[src/rtl/vif_pkg.sv]
package vif_pkg;

    localparam int BUS_W  = 16;
    localparam int SMP_W  = 10;
    localparam int KEY_W  = 8;
    localparam int HIST_D = 3;
    localparam int PH_W   = 2;

    localparam logic [2:0] MODE_SD  = 3'b000;
    localparam logic [1:0] WID_8    = 2'b00;
    localparam logic [1:0] WID_10   = 2'b10;
    localparam logic [1:0] WID_16   = 2'b01;

    // bus slice positions
    localparam int KEY_LSB  = BUS_W - KEY_W;
    localparam int W10_LSB  = BUS_W - SMP_W;
    localparam int R_W      = 5;
    localparam int G_W      = 6;
    localparam int B_W      = 5;
    localparam int R_LSB    = 0;
    localparam int G_LSB    = R_LSB + R_W;
    localparam int B_LSB    = G_LSB + G_W;

    typedef enum logic [2:0] {
        FMT_OFF   = 3'd0,
        FMT_IL8   = 3'd1,
        FMT_IL10  = 3'd2,
        FMT_SPLIT = 3'd3,
        FMT_RGB   = 3'd4
    } fmt_e;

    typedef struct packed {
        logic             vld;
        logic [SMP_W-1:0] dat;
    } smp_t;

    function automatic fmt_e fmt_decode(input logic [2:0] mode,
                                        input logic [1:0] wid,
                                        input logic       rgb);
        fmt_e f;
        f = FMT_OFF;
        if (mode == MODE_SD) begin
            if (rgb)                 f = FMT_RGB;
            else if (wid == WID_8)   f = FMT_IL8;
            else if (wid == WID_10)  f = FMT_IL10;
            else if (wid == WID_16)  f = FMT_SPLIT;
            else                     f = FMT_OFF;
        end
        return f;
    endfunction

    function automatic logic fmt_is_il(input fmt_e f);
        return (f == FMT_IL8) || (f == FMT_IL10);
    endfunction

    function automatic logic fmt_is_wide(input fmt_e f);
        return (f == FMT_SPLIT) || (f == FMT_RGB);
    endfunction

    function automatic logic [SMP_W-1:0] ljust(input logic [SMP_W-1:0] v,
                                               input int unsigned     bits);
        return v << (SMP_W - bits);
    endfunction

endpackage

[src/rtl/vif_mode_dec.sv]
module vif_mode_dec
    import vif_pkg::*;
(
    input  logic [2:0] mode_sel,
    input  logic [1:0] sd_width,
    input  logic       rgb_sel,
    output fmt_e       fmt,
    output logic       unsup
);
    always_comb begin
        fmt   = fmt_decode(mode_sel, sd_width, rgb_sel);
        unsup = (fmt == FMT_OFF);
    end
endmodule

[src/rtl/vif_code_det.sv]
module vif_code_det
    import vif_pkg::*;
(
    input  logic             clk,
    input  logic             rst,
    input  logic             shift_en,
    input  logic [KEY_W-1:0] key,
    output logic             code_word,
    output logic             xy_hit,
    output logic [2:0]       fvh
);
    logic [HIST_D-1:0][KEY_W-1:0] hist_q;
    logic [HIST_D-1:0]            h_ones;
    logic [HIST_D-1:0]            h_zero;
    logic                         k_ones;
    logic                         k_zero;

    always_ff @(posedge clk) begin
        if (rst) begin
            hist_q <= '0;
        end else if (shift_en) begin
            hist_q[0] <= key;
            for (int i = 1; i < HIST_D; i++) begin
                hist_q[i] <= hist_q[i-1];
            end
        end
    end

    for (genvar gi = 0; gi < HIST_D; gi++) begin : g_flags
        assign h_ones[gi] = &hist_q[gi];
        assign h_zero[gi] = ~|hist_q[gi];
    end

    always_comb begin
        k_ones    = &key;
        k_zero    = ~|key;
        xy_hit    = key[KEY_W-1] & h_zero[0] & h_zero[1] & h_ones[2];
        code_word = k_ones
                  | (k_zero & h_ones[0])
                  | (k_zero & h_zero[0] & h_ones[1])
                  | xy_hit;
        fvh       = key[KEY_W-2 -: 3];
    end
endmodule

[src/rtl/vif_seq.sv]
module vif_seq
    import vif_pkg::*;
(
    input  logic            clk,
    input  logic            rst,
    input  logic            wide,
    input  logic            hs_rise,
    input  logic            emit,
    input  logic            sav,
    output logic [PH_W-1:0] ph,
    output logic            take,
    output logic            csel
);
    logic [PH_W-1:0] ph_q;
    logic            tgl_q;
    logic            c_q;

    always_comb begin
        ph   = hs_rise ? '0 : ph_q;
        take = wide & (hs_rise | ~tgl_q);
        csel = hs_rise ? 1'b0 : c_q;
    end

    always_ff @(posedge clk) begin
        if (rst) begin
            ph_q  <= '0;
            tgl_q <= 1'b0;
            c_q   <= 1'b0;
        end else begin
            if (sav)       ph_q <= '0;
            else if (emit) ph_q <= ph + 1'b1;
            else           ph_q <= ph;
            tgl_q <= take;
            c_q   <= take ? ~csel : csel;
        end
    end
endmodule

[src/rtl/vid_in_fmt.sv]
module vid_in_fmt
    import vif_pkg::*;
(
    input  logic             clk,
    input  logic             rst,
    input  logic [2:0]       mode_sel,
    input  logic [1:0]       sd_width,
    input  logic             rgb_sel,
    input  logic [BUS_W-1:0] pix_bus,
    input  logic             hsync,
    input  logic             vsync,
    output logic             y_valid,
    output logic [SMP_W-1:0] y_data,
    output logic             cb_valid,
    output logic [SMP_W-1:0] cb_data,
    output logic             cr_valid,
    output logic [SMP_W-1:0] cr_data,
    output logic             rgb_active,
    output logic             tc_valid,
    output logic             tc_field,
    output logic             tc_vblank,
    output logic             tc_hblank,
    output logic             tc_blocked,
    output logic             mode_unsup,
    output logic             hsync_out,
    output logic             vsync_out
);
    fmt_e             fmt;
    fmt_e             fmt_q;
    logic             unsup;
    logic             il;
    logic             wide;
    logic             hs_q;
    logic             vs_q;
    logic             hs_rise;
    logic [SMP_W-1:0] word;
    logic [KEY_W-1:0] key;
    logic             code_word;
    logic             xy_hit;
    logic [2:0]       fvh;
    logic [PH_W-1:0]  ph;
    logic             take;
    logic             csel;
    logic             emit;
    logic             sav;
    logic             shift_en;
    smp_t             y_n, cb_n, cr_n;
    smp_t             y_q, cb_q, cr_q;
    logic             tcv_n, blk_n;
    logic [2:0]       fvh_q;
    logic             tcv_q, blk_q, unsup_q;

    vif_mode_dec u_dec (
        .mode_sel (mode_sel),
        .sd_width (sd_width),
        .rgb_sel  (rgb_sel),
        .fmt      (fmt),
        .unsup    (unsup)
    );

    always_comb begin
        il       = fmt_is_il(fmt);
        wide     = fmt_is_wide(fmt);
        hs_rise  = hsync & ~hs_q;
        key      = pix_bus[BUS_W-1:KEY_LSB];
        word     = (fmt == FMT_IL10) ? pix_bus[BUS_W-1:W10_LSB]
                                     : ljust(SMP_W'(key), KEY_W);
        shift_en = il | take;
        emit     = il & ~code_word;
        sav      = il & xy_hit & ~fvh[0];
    end

    vif_code_det u_det (
        .clk       (clk),
        .rst       (rst),
        .shift_en  (shift_en),
        .key       (key),
        .code_word (code_word),
        .xy_hit    (xy_hit),
        .fvh       (fvh)
    );

    vif_seq u_seq (
        .clk     (clk),
        .rst     (rst),
        .wide    (wide),
        .hs_rise (hs_rise),
        .emit    (emit),
        .sav     (sav),
        .ph      (ph),
        .take    (take),
        .csel    (csel)
    );

    always_comb begin
        y_n   = '{vld: 1'b0, dat: y_q.dat};
        cb_n  = '{vld: 1'b0, dat: cb_q.dat};
        cr_n  = '{vld: 1'b0, dat: cr_q.dat};
        tcv_n = il & xy_hit;
        blk_n = wide & take & xy_hit;
        if (emit) begin
            case (ph)
                2'd0:    cb_n = '{vld: 1'b1, dat: word};
                2'd2:    cr_n = '{vld: 1'b1, dat: word};
                default: y_n  = '{vld: 1'b1, dat: word};
            endcase
        end else if (take && fmt == FMT_SPLIT) begin
            y_n = '{vld: 1'b1, dat: ljust(SMP_W'(key), KEY_W)};
            if (csel) cr_n = '{vld: 1'b1, dat: ljust(SMP_W'(pix_bus[KEY_W-1:0]), KEY_W)};
            else      cb_n = '{vld: 1'b1, dat: ljust(SMP_W'(pix_bus[KEY_W-1:0]), KEY_W)};
        end else if (take && fmt == FMT_RGB) begin
            y_n  = '{vld: 1'b1, dat: ljust(SMP_W'(pix_bus[G_LSB +: G_W]), G_W)};
            cb_n = '{vld: 1'b1, dat: ljust(SMP_W'(pix_bus[B_LSB +: B_W]), B_W)};
            cr_n = '{vld: 1'b1, dat: ljust(SMP_W'(pix_bus[R_LSB +: R_W]), R_W)};
        end
    end

    always_ff @(posedge clk) begin
        if (rst) begin
            hs_q    <= 1'b0;
            vs_q    <= 1'b0;
            fmt_q   <= FMT_OFF;
            y_q     <= '0;
            cb_q    <= '0;
            cr_q    <= '0;
            tcv_q   <= 1'b0;
            blk_q   <= 1'b0;
            fvh_q   <= '0;
            unsup_q <= 1'b0;
        end else begin
            hs_q    <= hsync;
            vs_q    <= vsync;
            fmt_q   <= fmt;
            y_q     <= y_n;
            cb_q    <= cb_n;
            cr_q    <= cr_n;
            tcv_q   <= tcv_n;
            blk_q   <= blk_n;
            if (tcv_n) fvh_q <= fvh;
            unsup_q <= unsup;
        end
    end

    assign y_valid    = y_q.vld;
    assign y_data     = y_q.dat;
    assign cb_valid   = cb_q.vld;
    assign cb_data    = cb_q.dat;
    assign cr_valid   = cr_q.vld;
    assign cr_data    = cr_q.dat;
    assign rgb_active = (fmt_q == FMT_RGB);
    assign tc_valid   = tcv_q;
    assign tc_field   = fvh_q[2];
    assign tc_vblank  = fvh_q[1];
    assign tc_hblank  = fvh_q[0];
    assign tc_blocked = blk_q;
    assign mode_unsup = unsup_q;
    assign hsync_out  = hs_q;
    assign vsync_out  = vs_q;

    // an unsupported configuration never drives a strobe
    a_r1_unsup_quiet: assert property (@(posedge clk) disable iff (rst)
        mode_unsup |-> !(y_valid || cb_valid || cr_valid || tc_valid));

    // interleaved words land on one lane only
    a_r5_one_lane: assert property (@(posedge clk) disable iff (rst)
        fmt_is_il(fmt_q) |-> ($countones({y_valid, cb_valid, cr_valid}) <= 1));

    // after a start-of-active code the next emitted word is Cb
    a_r6_sav_restart: assert property (@(posedge clk) disable iff (rst)
        (tc_valid && !tc_hblank) |=> (!(y_valid || cr_valid) || !fmt_is_il(fmt_q)));

    // code words are never emitted as samples
    a_r7_code_not_sample: assert property (@(posedge clk) disable iff (rst)
        tc_valid |-> !(y_valid || cb_valid || cr_valid));

    // split mode samples no faster than every second clock
    a_r8_half_rate: assert property (@(posedge clk) disable iff (rst)
        (y_valid && fmt_q == FMT_SPLIT) |=>
            (!y_valid || $rose(hs_q) || fmt_q != FMT_SPLIT));

    // a blocked code is never also accepted
    a_r10_blocked_excl: assert property (@(posedge clk) disable iff (rst)
        tc_blocked |-> !tc_valid);
endmodule

[config.mk]
export PLATFORM = sky130hd
export DESIGN_NAME = vid_in_fmt
export DESIGN_NICKNAME = d
export VERILOG_FILES = /design/src/rtl/vif_pkg.sv /design/src/rtl/vif_mode_dec.sv /design/src/rtl/vif_code_det.sv /design/src/rtl/vif_seq.sv /design/src/rtl/vid_in_fmt.sv
export SDC_FILE = /design/constraint.sdc
export NUM_CORES = 1
export LEC_CHECK = 0
export ABC_AREA = 1
export BUFFER_PORTS_ARGS = -buffer_cell sky130_fd_sc_hd__buf_2
export CORE_UTILIZATION = 55
export DETAILED_ROUTE_END_ITERATION = 16
export GPL_TIMING_DRIVEN = 0
export HOLD_SLACK_MARGIN = 0.03
export PLACE_DENSITY = 0.79
export SETUP_SLACK_MARGIN = 0.4
export SYNTH_ARGS = -nofsm -noshare
export SYNTH_HDL_FRONTEND = slang
export SYNTH_SLANG_ARGS = --single-unit
[constraint.sdc]
create_clock -name clk -period 5.5 [get_ports clk]
set_input_delay 0.275 -clock clk [delete_from_list [all_inputs] [get_ports clk]]
set_output_delay 0.275 -clock clk [all_outputs]
set_load 0.01 [all_outputs]
==> results of run 1 <==
[cell type report]
cell class                 count  area [um^2]  area share
inverter                      62          239      0.0559
buffer                        19          138      0.0322
tap                           77         96.3      0.0225
sequential                    72         1440       0.337
timing repair buffer          66          330      0.0773
clock buffer                   9          124      0.0290
clock inverter                 7         71.3      0.0167
multi-input combinational    361         1830       0.429
[synthesized netlist by cell type, drive strengths merged]
cell     count  share of area
a21boi       1         0.0021
o21ai       54          0.074
a21oi       35          0.055
nor3         3         0.0072
clkbuf       6         0.0062
buf         13          0.032
nand3b       1         0.0021
nand3       18          0.031
dfxtp       72           0.39
nor3b        1         0.0021
o22ai        2         0.0034
nor2       104           0.13
inv         61          0.064
o21bai       3         0.0062
nand2      122           0.15
o31ai        1         0.0021
nand4        7          0.012
ha           5          0.017
a211oi       1         0.0021
a2111oi      1         0.0024
nor4         2         0.0034
clkinv       1         0.0014
[power by group]
part | internal (mW) | switching, mW | total, mW
logic | 0.0439 | 0.0845 | 0.128
clock network | 0.209 | 0.210 | 0.419
registers | 0.541 | 0.0118 | 0.553
[kinds of logic after synthesis]
| group | after synthesis | synth area share |
|---|---|---|
| simple gates | 258 | 0.338 |
| flops | 72 | 0.395 |
| buf+inv | 81 | 0.103 |
| compound gates | 98 | 0.147 |
| fa+ha+maj | 5 | 0.0171 |
[state kept, by name, summed over array words and instances (netlist names)]
signal and count:
cr_data 10, tc_blocked 1, u_seq.c_q 1, fvh_q 3, tc_valid 1, cb_valid 1, u_seq.tgl_q 1, cr_valid 1
u_seq.ph_q 2, cb_data 10, u_det.hist_q 24, fmt_q 3, mode_unsup 1, y_valid 1, y_data 10, vsync_out 1
hsync_out 1
[stage by stage]
stage / power, mW / instance area [um^2] / cells / hold slack (ps)
after floorplan: 0.644 / 3650 / 514 / 354
after global placement: 0.688 / 4080 / 657 / 449
after detailed placement: 0.692 / 4080 / 657 / 453
after CTS: 1.11 / 4270 / 673 / 121
after global routing: 1.14 / 4270 / 673 / 132
final: 1.10 / 4270 / 673 / 129
[per-layer routing]
metal	global-route usage	part of all wire
met1	0.380	0.44
met2	0.453	0.46
met3	0.0524	0.076
met4	0.116	0.020
met5	0	0
[critical path, cell delays in order, from the launching register on]
cell,delay [ps]
dfxtp_1,340
nor2_1,120
nand2_1,60
nor2_1,190
nand2_1,140
nor2_4,180
nor2_8,80
nand2_4,100
buf_6,160
inv_1,60
ha_1,240
inv_1,210
nand2_4,120
nand2_1,80
nand2_1,50
nor2_1,110
[final timing paths]
path | from | to | slack (ps) | depth (start not counted)
setup / recovery | u_det.hist_q[4] | y_data[4] | 3190 | 15
hold / removal | vsync | vsync_out | 130 | 3
setup reg to reg | u_det.hist_q[4] | y_data[4] | 3190 | 15
hold reg to reg | y_data[1] | y_data[1] | 460 | 2
==> flow_summary.ini, run 1 <==
[outcome]
status = finished, final reports clean

[floorplan]
die_area_um2 = 6970
rows = 29
initial_utilization = 0.572
die_w_um = 83.5
die_y_um = 83.5
core_region_area_um2 = 6390
io_pins = 68

[clock_tree]
cts_buffers = 9
ctsResizeCount = 0
clockRootBuffer = clkbuf_8
ctsHoldBuffers = 0
cts_sinks = 72
clock_latency_ps = 350
path_clk_slew_ps = 80
h-tree-depth = 3
tritoncts = yes
cts_setup_buffers = 0
clk_path_buf_depth = 2

[placement]
gp_congestion = 0.934
pre_cts_ws_ps = 3000
io_buffer_count = 66
dp_hpwl_um = 7010

[final_layout]
finish.utilization = 0.669
synthToLayoutAreaGrowth_pct = 17.0
mostFrequentLayoutCells = nand2_1, nor2_1, dfxtp_1
nets = 622
drive_above_1_share = 0.245
diodes = 0
layout_commonest_cell = nand2_1
fill_cells = 577

[timing]
fin_tns_setup_ps = 0
min_period_ps = 2310
fmax_ghz = 0.433
drv_slew = 0
finalHoldViolations = 0
rsz0062_at_grt = no
maxSlewHeadroom = 0.617
skew_ps = 8.11
setup_viol_count_final = 0
setup_ws_ps = 3190
worst_pin_slew_ps = 575
period_share = 0.420

[grt]
antenna_found_initial = 0
grt_start_max_net_pins = 14
grt_pass1_wl_um = 15700
grt_overflow = 0
grt_pass1_vias = 3321
grt_use_total = 0.284

[detailed_routing]
first_iter_violations = 206
first_pass_iters = 4
wire_per_inst_um = 14.0
finalWirelength_um = 9390
vias = 3533
postRouteAntennaNets = 0
drc = 0
viasPerCell = 5.25

[power_and_ir_drop]
power_leakage_nw = 2.04
peakVddDrop_v = 0.000187
power.density_nw_per_um2 = 257

[setup_path]
worst-setup-path-type = reg -> reg
crit_path_start_kind = flip-flop
crit_required_ps = 5790
cp-end-kind = flip-flop
critPathMaxFanout = 10
arrival_ps = 2600

[yosys]
syn_nets = 545
yosys_warnings = 0
synth.avg_cell_area_um2 = 7.11
ys_ff_latch = 72
syn_area_um2 = 3650
yosysSeqAreaShare = 0.395
synth_cell_types = 37
syn-instance-count = 514

[min_path]
hold_class = in -> reg

[flow_run]
cap_violations = 0
Power figures use the tool's default switching activity.
==> run 2, diff against run 1 <==
clock period = 2.3 ns   (was 5.5 ns; I/O delays follow)
==> flow_summary.ini, run 2 (same netlist as run 1, synthesis figures left out) <==
[outcome]
status = finished, final reports clean

[setup_path]
startpoint = u_det.hist_q[6]
path_common_cell = nor2_2
crit_path_start_kind = flip-flop
cp_slowest_cell = dfxtp_4
cp-end-kind = flip-flop
crit_required_ps = 2560
critPathMaxFanout = 7
worst-setup-path-type = reg -> reg
cp_cell_sequence = nor2_2, nand2_1, nor2_2, nand2_2, nor2_4, nor2_8, nand2_4, buf_8, inv_2, ha_4, inv_8, nand3_2, nor2_2, nor2_1
critical_path.top_delay_family = simple AND/OR/NAND/NOR gates
arrival_ps = 2100
cpPeakStageDelay_ps = 360
rr_startpoint = u_det.hist_q[6]
crit_buf_inv = 3

[final_layout]
layout_commonest_cell = nand2_1
fill_cells = 529
largest_reg_flops = 24
seqCellArea_um2 = 1450
multi_input_area_um2 = 1910
drive_above_1_share = 0.301
synthToLayoutAreaGrowth_pct = 22.9
nets = 633
diodes = 0
regMostFlops = u_det.hist_q
mostFrequentLayoutCells = nand2_1, nor2_1, buf_2

[clock_tree]
cts_sinks = 72
clk_path_buf_depth = 2
h-tree-depth = 3
path_clk_slew_ps = 80
clockRootBuffer = clkbuf_8
cts_buffers = 9
tritoncts = yes
clock_latency_ps = 360

[grt]
grt_pass1_wl_um = 15800
grt_use_total = 0.287
grt_overflow = 0
antenna_found_initial = 0
grt_start_max_net_pins = 14
grt_pass1_vias = 3332

[timing]
worst_pin_slew_ps = 589
skew_ps = 10.2
rsz0062_at_grt = no
period_share = 0.804
finalHoldViolations = 0
maxSlewHeadroom = 0.607
fin_tns_setup_ps = 0
setup_viol_count_final = 0
min_period_ps = 1850
drv_slew = 0
fmax_ghz = 0.541

[power_and_ir_drop]
pwr-share-clk = 0.403
peakVddDrop_v = 0.000448
power_mw = 2.78
combPwrFrac = 0.120
power.density_nw_per_um2 = 619
power_leakage_nw = 2.12
seqPwrFrac = 0.477
p_sw_mw = 0.749
intPower_mw = 2.03
p_sw_frac = 0.270

[floorplan]
io_pins = 68
initial_utilization = 0.572
die_area_um2 = 6970
rows = 29
core_region_area_um2 = 6390
die_y_um = 83.5
die_w_um = 83.5

[detailed_routing]
drc = 0
postRouteAntennaNets = 0
first_pass_iters = 6
finalWirelength_um = 9820
vias = 3627
first_iter_violations = 191
wire_per_inst_um = 14.4
viasPerCell = 5.30

[min_path]
hold_class = in -> reg
worstHoldStart = rgb_sel

[placement]
gp_congestion = 0.965
io_buffer_count = 66
dp_hpwl_um = 6980

[flow_run]
cap_violations = 0
==> run 2: final timing paths <==
kind,slack (ps),end,cells past startpoint
setup / recovery,450,y_data[5],14
hold / removal,40,fmt_q[1],2
setup reg to reg,450,y_data[5],14
hold reg to reg,460,y_data[0],2
==> run 2: layout make-up <==
type | instances | share of cell area
inverters | 62 | 0.0549
well taps | 77 | 0.0215
clock buffers | 10 | 0.0284
multi-input cells | 361 | 0.426
clock inverters | 6 | 0.0203
plain buffers | 19 | 0.0321
flip-flops and latches | 72 | 0.324
repair buffers | 77 | 0.0931
==> run 2: metal layers <==
metal,part of all wire,vias to the layer above,wire length (um),GRT usage
li1,-,1803,-,-
met5,0,-,0,0
met2,0.46,156,4530,0.463
met1,0.43,1635,4230,0.383
met4,0.032,0,313,0.123
met3,0.076,33,742,0.0425
==> run 2: through the flow <==
| step | instance area [um^2] | hold WS [ps] | instances | utilization | setup slack [ps] |
|---|---|---|---|---|---|
| after CTS | 4380 | 40.5 | 677 | 0.685 | 416 |
| after global routing | 4490 | 47.5 | 684 | 0.703 | 400 |
| final | 4490 | 38.6 | 684 | 0.703 | 452 |
| after floorplan | 3650 | 194 | 514 | - | 449 |
| after detailed placement | 4080 | 340 | 657 | 0.639 | 42.9 |
| after global placement | 4080 | 312 | 657 | 0.639 | 75.6 |
==> run 2: repair_timing <==
item	CTS	global route
buffers inserted	2	7
hold buffers	2	0
setup endpoints to repair	11	49
pin swaps	5	13
resized for setup	12	26
endpoints found under the hold margin	2	0
==> run 2: power by group through the flow <==
stage | Combinational, mW | Clock (mW) | Sequential [mW]
after floorplan | 0.186 | 0 | 1.35
after CTS | 0.318 | 1.12 | 1.32
final | 0.334 | 1.12 | 1.32
after global routing | 0.368 | 1.17 | 1.33
after detailed placement | 0.303 | 0 | 1.35
after global placement | 0.298 | 0 | 1.35
==> run 3, diff against run 2 <==
CORE_UTILIZATION = 50   (was 55)
PLACE_DENSITY = 0.76   (was 0.79)
clock period = 1.5 ns   (was 2.3 ns; I/O delays follow)
==> flow_summary.ini, run 3 (same netlist as run 1, synthesis figures left out) <==
[timing]
skew_ps = 17.6
fmax_ghz = 0.511
worst_pin_slew_ps = 631
maxSlewHeadroom = 0.579
finalHoldViolations = 0
period_share = 1.30
rsz0062_at_grt = yes
drv_slew = 0
setup_ws_ps = -456
min_period_ps = 1960
setup_viol_count_final = 64

[final_layout]
largest_reg_flops = 24
layout_commonest_cell = nand2_1
diodes = 0
finish.utilization = 0.741
mostFrequentLayoutCells = nand2_1, nor2_1, buf_2
fin_cells = 726
regMostFlops = u_det.hist_q
drive_above_1_share = 0.424
synthToLayoutAreaGrowth_pct = 40.2
nets = 656

[detailed_routing]
postRouteAntennaNets = 0
finalWirelength_um = 11600
wire_per_inst_um = 16.0
vias = 3864
first_pass_iters = 4
first_iter_violations = 332
drc = 0
viasPerCell = 5.32

[floorplan]
die_y_um = 87.5
initial_utilization = 0.529
die_area_um2 = 7650
io_pins = 68
core_region_area_um2 = 6910
die_w_um = 87.5
rows = 30

[setup_path]
cp-end-kind = flip-flop
cp_slowest_cell = dfxtp_2
crit_required_ps = 1800
cpPeakStageDelay_ps = 350
r2r_setup_slack_ps = -460
path_common_cell = nand2_2
arrival_ps = 2260
reg2reg_to = y_data[3]
cp_cell_sequence = nor2_2, nand2_2, nor2_4, nand2_2, nor2_4, nor2_8, nand2_4, buf_8, inv_4, ha_4, a21oi_4, nand2_2, a21oi_2
ff2ff_path_depth = 13
rr_startpoint = u_det.hist_q[2]
worst-setup-path-type = reg -> reg
critPathMaxFanout = 4
crit_path_start_kind = flip-flop

[placement]
dp_hpwl_um = 7330
dp_cells = 676
io_buffer_count = 66
gp_congestion = 0.873

[min_path]
min_path_cells = 4
worstHoldStart = mode_sel[0]
holdPathEnd = fmt_q[1]
hold_class = in -> reg

[outcome]
violations = negative setup slack
status = complete, but fails checks

[power_and_ir_drop]
power_leakage_nw = 2.33
power.density_nw_per_um2 = 840
peakVddDrop_v = 0.000769
power_mw = 4.30

[clock_tree]
clockRootBuffer = clkbuf_8
cts_sinks = 72
h-tree-depth = 3
path_clk_slew_ps = 90
cts_buffers = 9
clock_latency_ps = 380
clk_path_buf_depth = 2
tritoncts = yes

[grt]
grt_start_max_net_pins = 14
grt_overflow = 0
grt_pass1_vias = 3552
antenna_found_initial = 0
grt_use_total = 0.313
grt_pass1_wl_um = 17800

[flow_run]
cap_violations = 0
run 3: worst max path at each step:
stage	from	end	slack, ps	cells after the start
floorplan	u_det.hist_q[7]	y_data[2]	-240	14
global placement	u_det.hist_q[7]	y_data[6]	-490	14
detailed placement	u_det.hist_q[7]	y_data[3]	-550	13
CTS	u_det.hist_q[6]	y_data[6]	-280	15
global route	u_det.hist_q[12]	y_data[3]	-560	14
finish	u_det.hist_q[2]	y_data[3]	-460	13
run 3: final cells by class:
class | instances | area (um^2)
multi-input cells | 362 | 2200
fillers | 551 | 1790
flip-flops and latches | 72 | 1460
repair buffers | 99 | 706
inverters | 62 | 277
plain buffers | 19 | 163
clock buffers | 10 | 128
well taps | 96 | 120
clock inverters | 6 | 67.6
run 3: routing by layer:
metal,part of all wire,GRT usage
met1,0.41,0.384
met2,0.49,0.504
met3,0.068,0.0749
met4,0.035,0.173
met5,0,0
run 3: critical path: cells and delay by family (launching register included):
kind / cells / cell delay [ps]
AOI/OAI and AO/OA: 2 / 330
DFF: 1 / 350
buffers and inverters: 2 / 140
adders and majority gates: 1 / 180
and+or+nand+nor: 8 / 860
run 3: through the flow:
step / worst slack, ps / hold WS (ps) / setup TNS [ps] / instance area [um^2]
2_1_floorplan: -243 / 154 / -2440 / 3740
3_5_place_dp: -548 / 292 / -16690 / 4190
3_3_place_gp: -487 / 279 / -13820 / 4190
5_1_grt: -560 / 70.1 / -22030 / 5120
6_report: -456 / 53.2 / -17300 / 5120
4_1_cts: -279 / 46.5 / -9790 / 4780
run 3: what timing repair did:
item / CTS / global route
hold buffers: 3 / 0
endpoints found under the hold margin: 4 / 0
cloned: 5 / 3
setup endpoints to repair: 66 / 68
buffers inserted: 13 / 10
pin swaps: 19 / 35
resized for setup: 71 / 70
run 3: power by group:
| group | leakage (nW) | total (mW) | internal, mW | switching, mW |
|---|---|---|---|---|
| clock network | 0.0929 | 1.57 | 0.774 | 0.799 |
| logic | 1.65 | 0.682 | 0.269 | 0.413 |
| registers | 0.591 | 2.05 | 1.99 | 0.0610 |
| total | 2.33 | 4.30 | 3.03 | 1.27 |
